$ cat config.mk
export PLATFORM = sky130hd
export DESIGN_NAME = accel_ctrl_regs
export DESIGN_NICKNAME = d
export VERILOG_FILES = /design/src/rtl/accel_ctrl_pkg.sv /design/src/rtl/accel_cmd_decode.sv /design/src/rtl/accel_pwr_word.sv /design/src/rtl/accel_irq_unit.sv /design/src/rtl/accel_ctrl_regs.sv
export SDC_FILE = /design/constraint.sdc
export NUM_CORES = 1
export LEC_CHECK = 0
export ABC_CLOCK_PERIOD_IN_PS = 1790
export BUFFER_PORTS_ARGS = -buffer_cell sky130_fd_sc_hd__buf_2
export CAP_MARGIN = 20
export CORE_UTILIZATION = 35
export CTS_CLUSTER_SIZE = 14
export DETAILED_ROUTE_END_ITERATION = 12
export PLACE_DENSITY = 0.61
export REMOVE_ABC_BUFFERS = 1
export SYNTH_ARGS = -nofsm -noshare
export SYNTH_HDL_FRONTEND = slang
export SYNTH_HIERARCHICAL = 1
export SYNTH_SLANG_ARGS = --single-unit
$ cat constraint.sdc
create_clock -name clk -period 1.79 [get_ports clk]
set_input_delay 0.179 -clock clk [delete_from_list [all_inputs] [get_ports clk]]
set_output_delay 0.179 -clock clk [all_outputs]
set_load 0.05 [all_outputs]
$ cat src/rtl/accel_ctrl_pkg.sv
package accel_ctrl_pkg;
   localparam int DW       = 32;
   localparam int AW       = 8;
   localparam int IRQ_W    = 5;
   localparam int NUM_CMDS = 9;

   // interrupt bit positions
   localparam int IB_PWR_ONE = 0;
   localparam int IB_PWR_ALL = 1;
   localparam int IB_RST     = 2;
   localparam int IB_SMPL    = 3;
   localparam int IB_CLEAN   = 4;

   // register offsets
   localparam logic [AW-1:0] A_RAW    = 8'h00;
   localparam logic [AW-1:0] A_CLR    = 8'h04;
   localparam logic [AW-1:0] A_MASK   = 8'h08;
   localparam logic [AW-1:0] A_STAT   = 8'h0C;
   localparam logic [AW-1:0] A_CMD    = 8'h10;
   localparam logic [AW-1:0] A_PRES   = 8'h40;
   localparam logic [AW-1:0] A_READY  = 8'h60;
   localparam logic [AW-1:0] A_PWRON  = 8'h80;
   localparam logic [AW-1:0] A_PWROFF = 8'hA0;
   localparam int            RGN_LG   = 5;   // 32-byte power regions

   typedef enum logic [3:0] {
      CMD_NOP       = 4'd0,
      CMD_SOFT_RST  = 4'd1,
      CMD_HARD_RST  = 4'd2,
      CMD_CNT_CLR   = 4'd3,
      CMD_CNT_SMPL  = 4'd4,
      CMD_CYC_START = 4'd5,
      CMD_CYC_STOP  = 4'd6,
      CMD_CLEAN     = 4'd7,
      CMD_CLEAN_INV = 4'd8
   } cmd_e;
endpackage

$ cat src/rtl/accel_cmd_decode.sv
module accel_cmd_decode
   import accel_ctrl_pkg::*;
#(
   parameter int CW = DW
) (
   input  logic          cmd_we,
   input  logic [CW-1:0] cmd_val,
   output logic          soft_clr,
   output logic [IRQ_W-1:0] raise
);
   logic known;
   cmd_e code;

   always_comb begin
      known    = cmd_we && (cmd_val < CW'(NUM_CMDS));
      code     = cmd_e'(cmd_val[3:0]);
      soft_clr = 1'b0;
      raise    = '0;
      if (known) begin
         unique case (code)
            CMD_SOFT_RST, CMD_HARD_RST: begin
               soft_clr      = 1'b1;
               raise[IB_RST] = 1'b1;
            end
            CMD_CNT_SMPL:            raise[IB_SMPL]  = 1'b1;
            CMD_CLEAN, CMD_CLEAN_INV: raise[IB_CLEAN] = 1'b1;
            default: ;
         endcase
      end
   end
endmodule

$ cat src/rtl/accel_pwr_word.sv
module accel_pwr_word #(
   parameter int          W       = 32,
   parameter logic [W-1:0] PRESENT = '0
) (
   input  logic         clk,
   input  logic         rst_n,
   input  logic         soft_clr,
   input  logic         on_we,
   input  logic         off_we,
   input  logic [W-1:0] wdata,
   output logic [W-1:0] ready
);
   always_ff @(posedge clk or negedge rst_n) begin
      if (!rst_n)        ready <= '0;
      else if (soft_clr) ready <= '0;
      else if (on_we)    ready <= ready | (wdata & PRESENT);
      else if (off_we)   ready <= ready & ~wdata;
   end

   AST_READY_IN_PRESENT: assert property (@(posedge clk) disable iff (!rst_n)
      (ready & ~PRESENT) == '0);
   AST_OFF_CLEARS: assert property (@(posedge clk) disable iff (!rst_n)
      (off_we && !soft_clr) |=> (ready & $past(wdata)) == '0);
endmodule

$ cat src/rtl/accel_irq_unit.sv
module accel_irq_unit
   import accel_ctrl_pkg::*;
(
   input  logic             clk,
   input  logic             rst_n,
   input  logic             soft_clr,
   input  logic [IRQ_W-1:0] raise,
   input  logic             clr_we,
   input  logic [IRQ_W-1:0] clr_bits,
   input  logic             mask_we,
   input  logic [IRQ_W-1:0] mask_bits,
   output logic [IRQ_W-1:0] raw,
   output logic [IRQ_W-1:0] mask,
   output logic             irq
);
   logic [IRQ_W-1:0] raw_nxt;

   always_comb begin
      raw_nxt = raw;
      if (soft_clr) raw_nxt = '0;
      if (clr_we)   raw_nxt = raw_nxt & ~clr_bits;
      raw_nxt = raw_nxt | raise;   // a raise survives a same-cycle clear
   end

   always_ff @(posedge clk or negedge rst_n) begin
      if (!rst_n) begin
         raw  <= '0;
         mask <= '0;
      end else begin
         raw <= raw_nxt;
         if (soft_clr)     mask <= '0;
         else if (mask_we) mask <= mask_bits;
      end
   end

   assign irq = |(raw & mask);

   AST_CLEAR_W1C: assert property (@(posedge clk) disable iff (!rst_n)
      (clr_we && raise == '0) |=> (raw & $past(clr_bits)) == '0);
   AST_RESET_DONE: assert property (@(posedge clk) disable iff (!rst_n)
      soft_clr |=> (raw == IRQ_W'(1 << IB_RST)) && (mask == '0));
endmodule

$ cat src/rtl/accel_ctrl_regs.sv
module accel_ctrl_regs
   import accel_ctrl_pkg::*;
#(
   parameter int NUM_DOM = 4,
   parameter logic [NUM_DOM-1:0][2*DW-1:0] PRESENT_MASK = {
      64'h0000_0000_0000_0000,   // L3
      64'h0000_0000_0000_0001,   // L2
      64'h0000_0000_0000_0001,   // tiler
      64'h0000_0003_0000_00FF }  // shader
) (
   input  logic          clk,
   input  logic          rst_n,
   input  logic          wr_en,
   input  logic [AW-1:0] wr_addr,
   input  logic [DW-1:0] wr_data,
   input  logic [AW-1:0] rd_addr,
   output logic [DW-1:0] rd_data,
   output logic          irq
);
   localparam int NUM_WORDS = NUM_DOM * 2;
   localparam int IDX_W     = RGN_LG - 2;

   if (NUM_DOM < 1 || NUM_DOM > 4) begin : g_bad_dom
      $error("NUM_DOM must be 1..4 to fit a 32-byte region");
   end
   if (DW != 32) begin : g_bad_dw
      $error("register width must be 32");
   end

   function automatic logic rgn_hit(input logic [AW-1:0] a, input logic [AW-1:0] base);
      return (a[AW-1:RGN_LG] == base[AW-1:RGN_LG]) && (a[1:0] == 2'b00)
             && (int'(a[RGN_LG-1:3]) < NUM_DOM);
   endfunction

   // write decode
   logic wr_cmd, wr_clr, wr_mask, wr_on, wr_off;
   logic [IDX_W-1:0] wr_idx;

   assign wr_cmd  = wr_en && (wr_addr == A_CMD);
   assign wr_clr  = wr_en && (wr_addr == A_CLR);
   assign wr_mask = wr_en && (wr_addr == A_MASK);
   assign wr_on   = wr_en && rgn_hit(wr_addr, A_PWRON);
   assign wr_off  = wr_en && rgn_hit(wr_addr, A_PWROFF);
   assign wr_idx  = wr_addr[RGN_LG-1:2];

   // command dispatch
   logic             soft_clr;
   logic [IRQ_W-1:0] cmd_raise, raise;

   accel_cmd_decode #(.CW(DW)) u_cmd (
      .cmd_we  (wr_cmd),
      .cmd_val (wr_data),
      .soft_clr(soft_clr),
      .raise   (cmd_raise)
   );

   always_comb begin
      raise = cmd_raise;
      if (wr_on || wr_off) begin
         raise[IB_PWR_ONE] = 1'b1;
         raise[IB_PWR_ALL] = 1'b1;
      end
   end

   // power domains
   logic [DW-1:0] ready_w [NUM_WORDS];
   logic [DW-1:0] pres_w  [NUM_WORDS];

   for (genvar d = 0; d < NUM_DOM; d++) begin : g_dom
      for (genvar w = 0; w < 2; w++) begin : g_word
         localparam int K = d * 2 + w;
         localparam logic [DW-1:0] PW = PRESENT_MASK[d][w*DW +: DW];
         assign pres_w[K] = PW;
         accel_pwr_word #(.W(DW), .PRESENT(PW)) u_word (
            .clk     (clk),
            .rst_n   (rst_n),
            .soft_clr(soft_clr),
            .on_we   (wr_on  && (int'(wr_idx) == K)),
            .off_we  (wr_off && (int'(wr_idx) == K)),
            .wdata   (wr_data),
            .ready   (ready_w[K])
         );
      end
   end

   // interrupt unit
   logic [IRQ_W-1:0] raw, mask;

   accel_irq_unit u_irq (
      .clk      (clk),
      .rst_n    (rst_n),
      .soft_clr (soft_clr),
      .raise    (raise),
      .clr_we   (wr_clr),
      .clr_bits (wr_data[IRQ_W-1:0]),
      .mask_we  (wr_mask),
      .mask_bits(wr_data[IRQ_W-1:0]),
      .raw      (raw),
      .mask     (mask),
      .irq      (irq)
   );

   // read mux
   logic [IDX_W-1:0] rd_idx;
   assign rd_idx = rd_addr[RGN_LG-1:2];

   always_comb begin
      rd_data = '0;
      if (rd_addr == A_RAW)                rd_data = DW'(raw);
      else if (rd_addr == A_MASK)          rd_data = DW'(mask);
      else if (rd_addr == A_STAT)          rd_data = DW'(raw & mask);
      else if (rgn_hit(rd_addr, A_PRES))   rd_data = pres_w[rd_idx];
      else if (rgn_hit(rd_addr, A_READY))  rd_data = ready_w[rd_idx];
   end

   AST_PWR_POSTS_IRQ: assert property (@(posedge clk) disable iff (!rst_n)
      (wr_on || wr_off) |=> raw[IB_PWR_ONE] && raw[IB_PWR_ALL]);
   AST_BAD_CMD_QUIET: assert property (@(posedge clk) disable iff (!rst_n)
      (wr_cmd && wr_data >= DW'(NUM_CMDS)) |=> $stable(raw) && $stable(mask));
   AST_IRQ_NEEDS_RAW: assert property (@(posedge clk) disable iff (!rst_n)
      irq |-> (raw != '0) && (mask != '0));
endmodule

==> impl_summary.log <==
INFO  metric critPathMaxFanout = 2
INFO  metric share_clk_of_total_power = 0.488
INFO  metric worst_path_buffer_plus_inverter_count = 1
INFO  metric syn_inst = between 1000 and 1500
INFO  metric tritoncts_num_sinks = 266
INFO  metric nNetsFinal = around 1400
INFO  metric seq_power_share = 0.445
INFO  metric route.final.wire_length = around 36 mm
INFO  metric timing.critical_path.max_delay_family = multiplexers
INFO  metric cap_viol_max_count = 0
INFO  metric post-route-cell-area = 0.0174 sq mm
INFO  metric run_status = finished with violations
INFO  metric timing.fmax = ~420 MHz
INFO  metric final_worst_path_period_need = approximately 2400 ps
INFO  metric cts_made_buffers = 30
INFO  metric worst_setup_path_start_kind = flip-flop
INFO  metric numPortBuffers = 83
INFO  metric synthDistinctLibCells = 48
INFO  metric cts_tree = built
INFO  metric core_area = about 0.039 sq mm
INFO  metric synth-main-ff-cell = dfrtp_1
INFO  metric post_drt_via_cell_ratio = roughly 5.0
INFO  metric failed_checks = setup timing
INFO  metric detail_route.iter0.violations = 698
INFO  metric synth_top_cell_area_share = 0.486
INFO  metric synth-async-reset-ratio = 1.00
INFO  metric synthesis.area_per_instance = roughly 12 sq um
INFO  metric fp.dieW = between 150 and 200 um
INFO  metric ant_nets = 0
INFO  metric placed_cells = around 1800
INFO  metric overflow = 0
INFO  metric critPathSlowestCell = mux4_2
INFO  metric crit_path_max_incr_delay = ~480 ps
INFO  metric vdd_drop_max = ~0.84 mV
INFO  metric number_of_flops_mapped_to_enable_cells_by_yosys = 0
INFO  metric worstSetupEndpointType = output port
INFO  metric route.vias.total = 9388
INFO  metric fin_cells = between 1500 and 2000
INFO  metric ctsRootBufferMaster = clkbuf_16
INFO  metric layout-area-overhead-vs-synth = 27.2%
INFO  metric wl_per_cell = 19.2 um
INFO  metric rr_endpoint = g_dom[0].g_word[0].u_word/ready[2]
INFO  metric power.net_switching = roughly 3000 uW
INFO  metric grt_pass1_wl = 57.6 mm
INFO  metric whs_path_depth = 3
INFO  metric internal-power = 10600 uW
INFO  metric timing.critical_path.required = around 1600 ps
INFO  metric cellPowerDensity = about 780 mW/mm^2
INFO  metric antennaDiodeCount = 0
INFO  metric insertion_delay = 550 ps
INFO  metric htreeDepth = 1
INFO  metric largest_net_degree_at_the_start_of_global_routing = 55
INFO  metric critical_path_class = reg2out
INFO  metric globalplace.congestion = about 0.76
INFO  metric clock_path_buffers = 3
INFO  metric dieHeight = approximately 200 um
INFO  metric route.detailed.drc = 0
INFO  metric grt_util_overall = 0.187
INFO  metric final_layout_size_suffix_gt1_frac = 0.449
INFO  metric netlist_area_pre_place = 0.0137 sq mm
INFO  metric timing.rr.start = g_dom[0].g_word[0].u_word/ready[2]
INFO  metric final_hold_viol_count = 0
INFO  metric synth-seq-area-share = 0.486
INFO  metric first_global_vias = about 9800
INFO  metric power_frac_comb = 0.067
INFO  metric starting_utilization_of_the_core_area = 0.355
INFO  metric final.period_utilization = 1.32
INFO  metric critical_path.startpoint = g_dom[3].g_word[1].u_word/ready[0]
INFO  metric detailedPlacementHpwl = approximately 24 mm
INFO  metric reg2reg_depth = 2
INFO  metric endpoint = rd_data[0]
INFO  metric p_sw_frac = 0.220
INFO  metric cp_cell_sequence = mux4_2 > mux2i_2 > nor2_1 > o31a_1 > buf_6
INFO  metric setup_viol_count_final = 33
INFO  metric detailed_place.area = ~0.016 sq mm
INFO  metric cp_data_arrival_time = between 2000 and 2500 ps
INFO  metric grt_setup_unrepaired = true
INFO  metric synth.area.top_cells = dfrtp_1 49%, nand2b_1 11%, a21oi_2 11%
INFO  metric maxSlewViolCount = 0
INFO  metric worstSetupPathDepth = 5
INFO  metric ys.warnings.count = 6
INFO  metric fp-row-count = 72
INFO  metric final.setup.worst_slack = -566 ps
INFO  metric skew = 0 ps
INFO  metric worst-r2r-setup-slack = 930 ps
INFO  metric power_leakage = between 0.007 and 0.008 uW
INFO  metric setup_total_negative_slack = -6880 ps
INFO  metric detail_route.first_pass.iterations = 5
INFO  metric postSynthRegisterBits = approximately 270
INFO  metric timing.hold.worst.class = in2reg
INFO  metric yosys.area.top_type = dfrtp_1
INFO  metric boundaryPins = 84
INFO  metric clock_slew_at_reported_path_ffs = 60 ps
INFO  metric dieArea = between 0.03 and 0.04 sq mm
INFO  metric grt_antenna_before_repair = 0
-- how the worst min path moves through the flow --
stage                      startpoint                                   to  slack, ps
after floorplan                 rst_n   g_dom[0].g_word[0].u_word/ready[0]       -120
after global placement          rst_n  g_dom[3].g_word[0].u_word/ready[29]        150
after CTS                  wr_data[6]   g_dom[2].g_word[1].u_word/ready[6]        0.5
final                     wr_data[20]  g_dom[1].g_word[0].u_word/ready[20]         10
after detailed placement        rst_n  g_dom[3].g_word[0].u_word/ready[29]        150
after global routing      wr_data[10]  g_dom[0].g_word[1].u_word/ready[10]         10
-- layer usage --
metal,global-route usage,share of wire
met1,0.263,0.45
met3,0.0252,0.039
met2,0.307,0.49
met4,0.0424,0.017
met5,0,0
-- cell type report --
cell class / instances / area [sq um]
clock buffers: 41 / 863
well taps: 518 / 648
clock inverters: 12 / 210
repair buffers: 280 / 2550
fillers: 3499 / 21200
multi-input cells: 768 / 6490
flip-flops and latches: 266 / 6660
inverters: 2 / 11.3
-- power by group through the flow --
stage	Sequential [uW]	Clock, uW	Combinational (uW)
2_1_floorplan	6150	0	176
6_report	6050	6630	914
3_5_place_dp	6150	0	875
4_1_cts	6050	6790	922
5_1_grt	6040	7030	993
3_3_place_gp	6150	0	872
-- Yosys cell counts, types with 2 or more instances --
cell      instances
or2_2             2
clkbuf_2          4
mux4_2           63
nor3_1            7
nor2b_4           8
buf_6            20
a31oi_1           4
o22ai_1           5
a32o_1            8
nor4b_1           2
mux2i_1          36
nand4_1           3
nor2b_1           3
a31o_2            5
o21a_1            3
nor4_1            7
a21bo_2           5
clkbuf_1         22
nor2_1           52
buf_4             9
a221oi_1          2
a21oi_2         175
nand2b_1        251
nand3_1           3
buf_2            13
buf_12           14
nand2_1          32
a21oi_1          74
o21ai_0           2
dfrtp_1         266
-- tightest hold or removal path, delay by kind of cell --
kind | cells | cell delay (ps)
buffers and inverters | 2 | 280
AO/OA/AOI/OAI | 1 | 60
-- logic make-up after synthesis --
logic type / synth area share
adder cells (fa/ha/maj): 0.000731
XOR/XNOR: 0.000639
buffers and inverters: 0.0557
AO/OA/AOI/OAI: 0.162
multiplexers: 0.132
flip-flops: 0.486
other: 0.000274
AND/OR/NAND/NOR: 0.163
-- per-stage QoR --
stage	hold slack, ps	worst slack [ps]	power, uW	utilization
floorplan	-117	-9160	6330	-
CTS	0.490	-563	13800	0.443
finish	14.6	-566	13600	0.451
global route	13.1	-602	14100	0.451
global placement	145	-512	7030	0.402
detailed placement	151	-598	7030	0.402
-- flip-flops by register name, indices dropped and copies added, names as in the netlist --
| name | cells |
|---|---|
| g_dom.g_word.u_word/ready | 256 |
| u_irq/mask | 5 |
| u_irq/raw | 5 |
-- placed cells by master (no fill, tap or decap), drive strengths merged, types with 3 or more instances in the layout --
cell,n
a21bo,5
a21oi,249
a31o,5
a31oi,4
a32o,8
buf,264
bufinv,6
clkbuf,41
clkinv,6
dfrtp,266
dlygate4sd3,16
mux2i,36
mux4,64
nand2,32
nand2b,251
nand3,3
nand4,3
nor2,52
nor2b,11
nor3,8
nor4,7
nor4b,3
o21a,3
o22ai,5
or2,3
-- timing repair --
action / CTS / global route
pin swaps: 10 / 12
endpoints found under the hold margin: 301 / 0
setup buffers: 8 / 27
hold buffers: 16 / 0
resized for setup: 90 / 22
setup endpoints to repair: 46 / 283
Power figures use the tool's default switching activity.
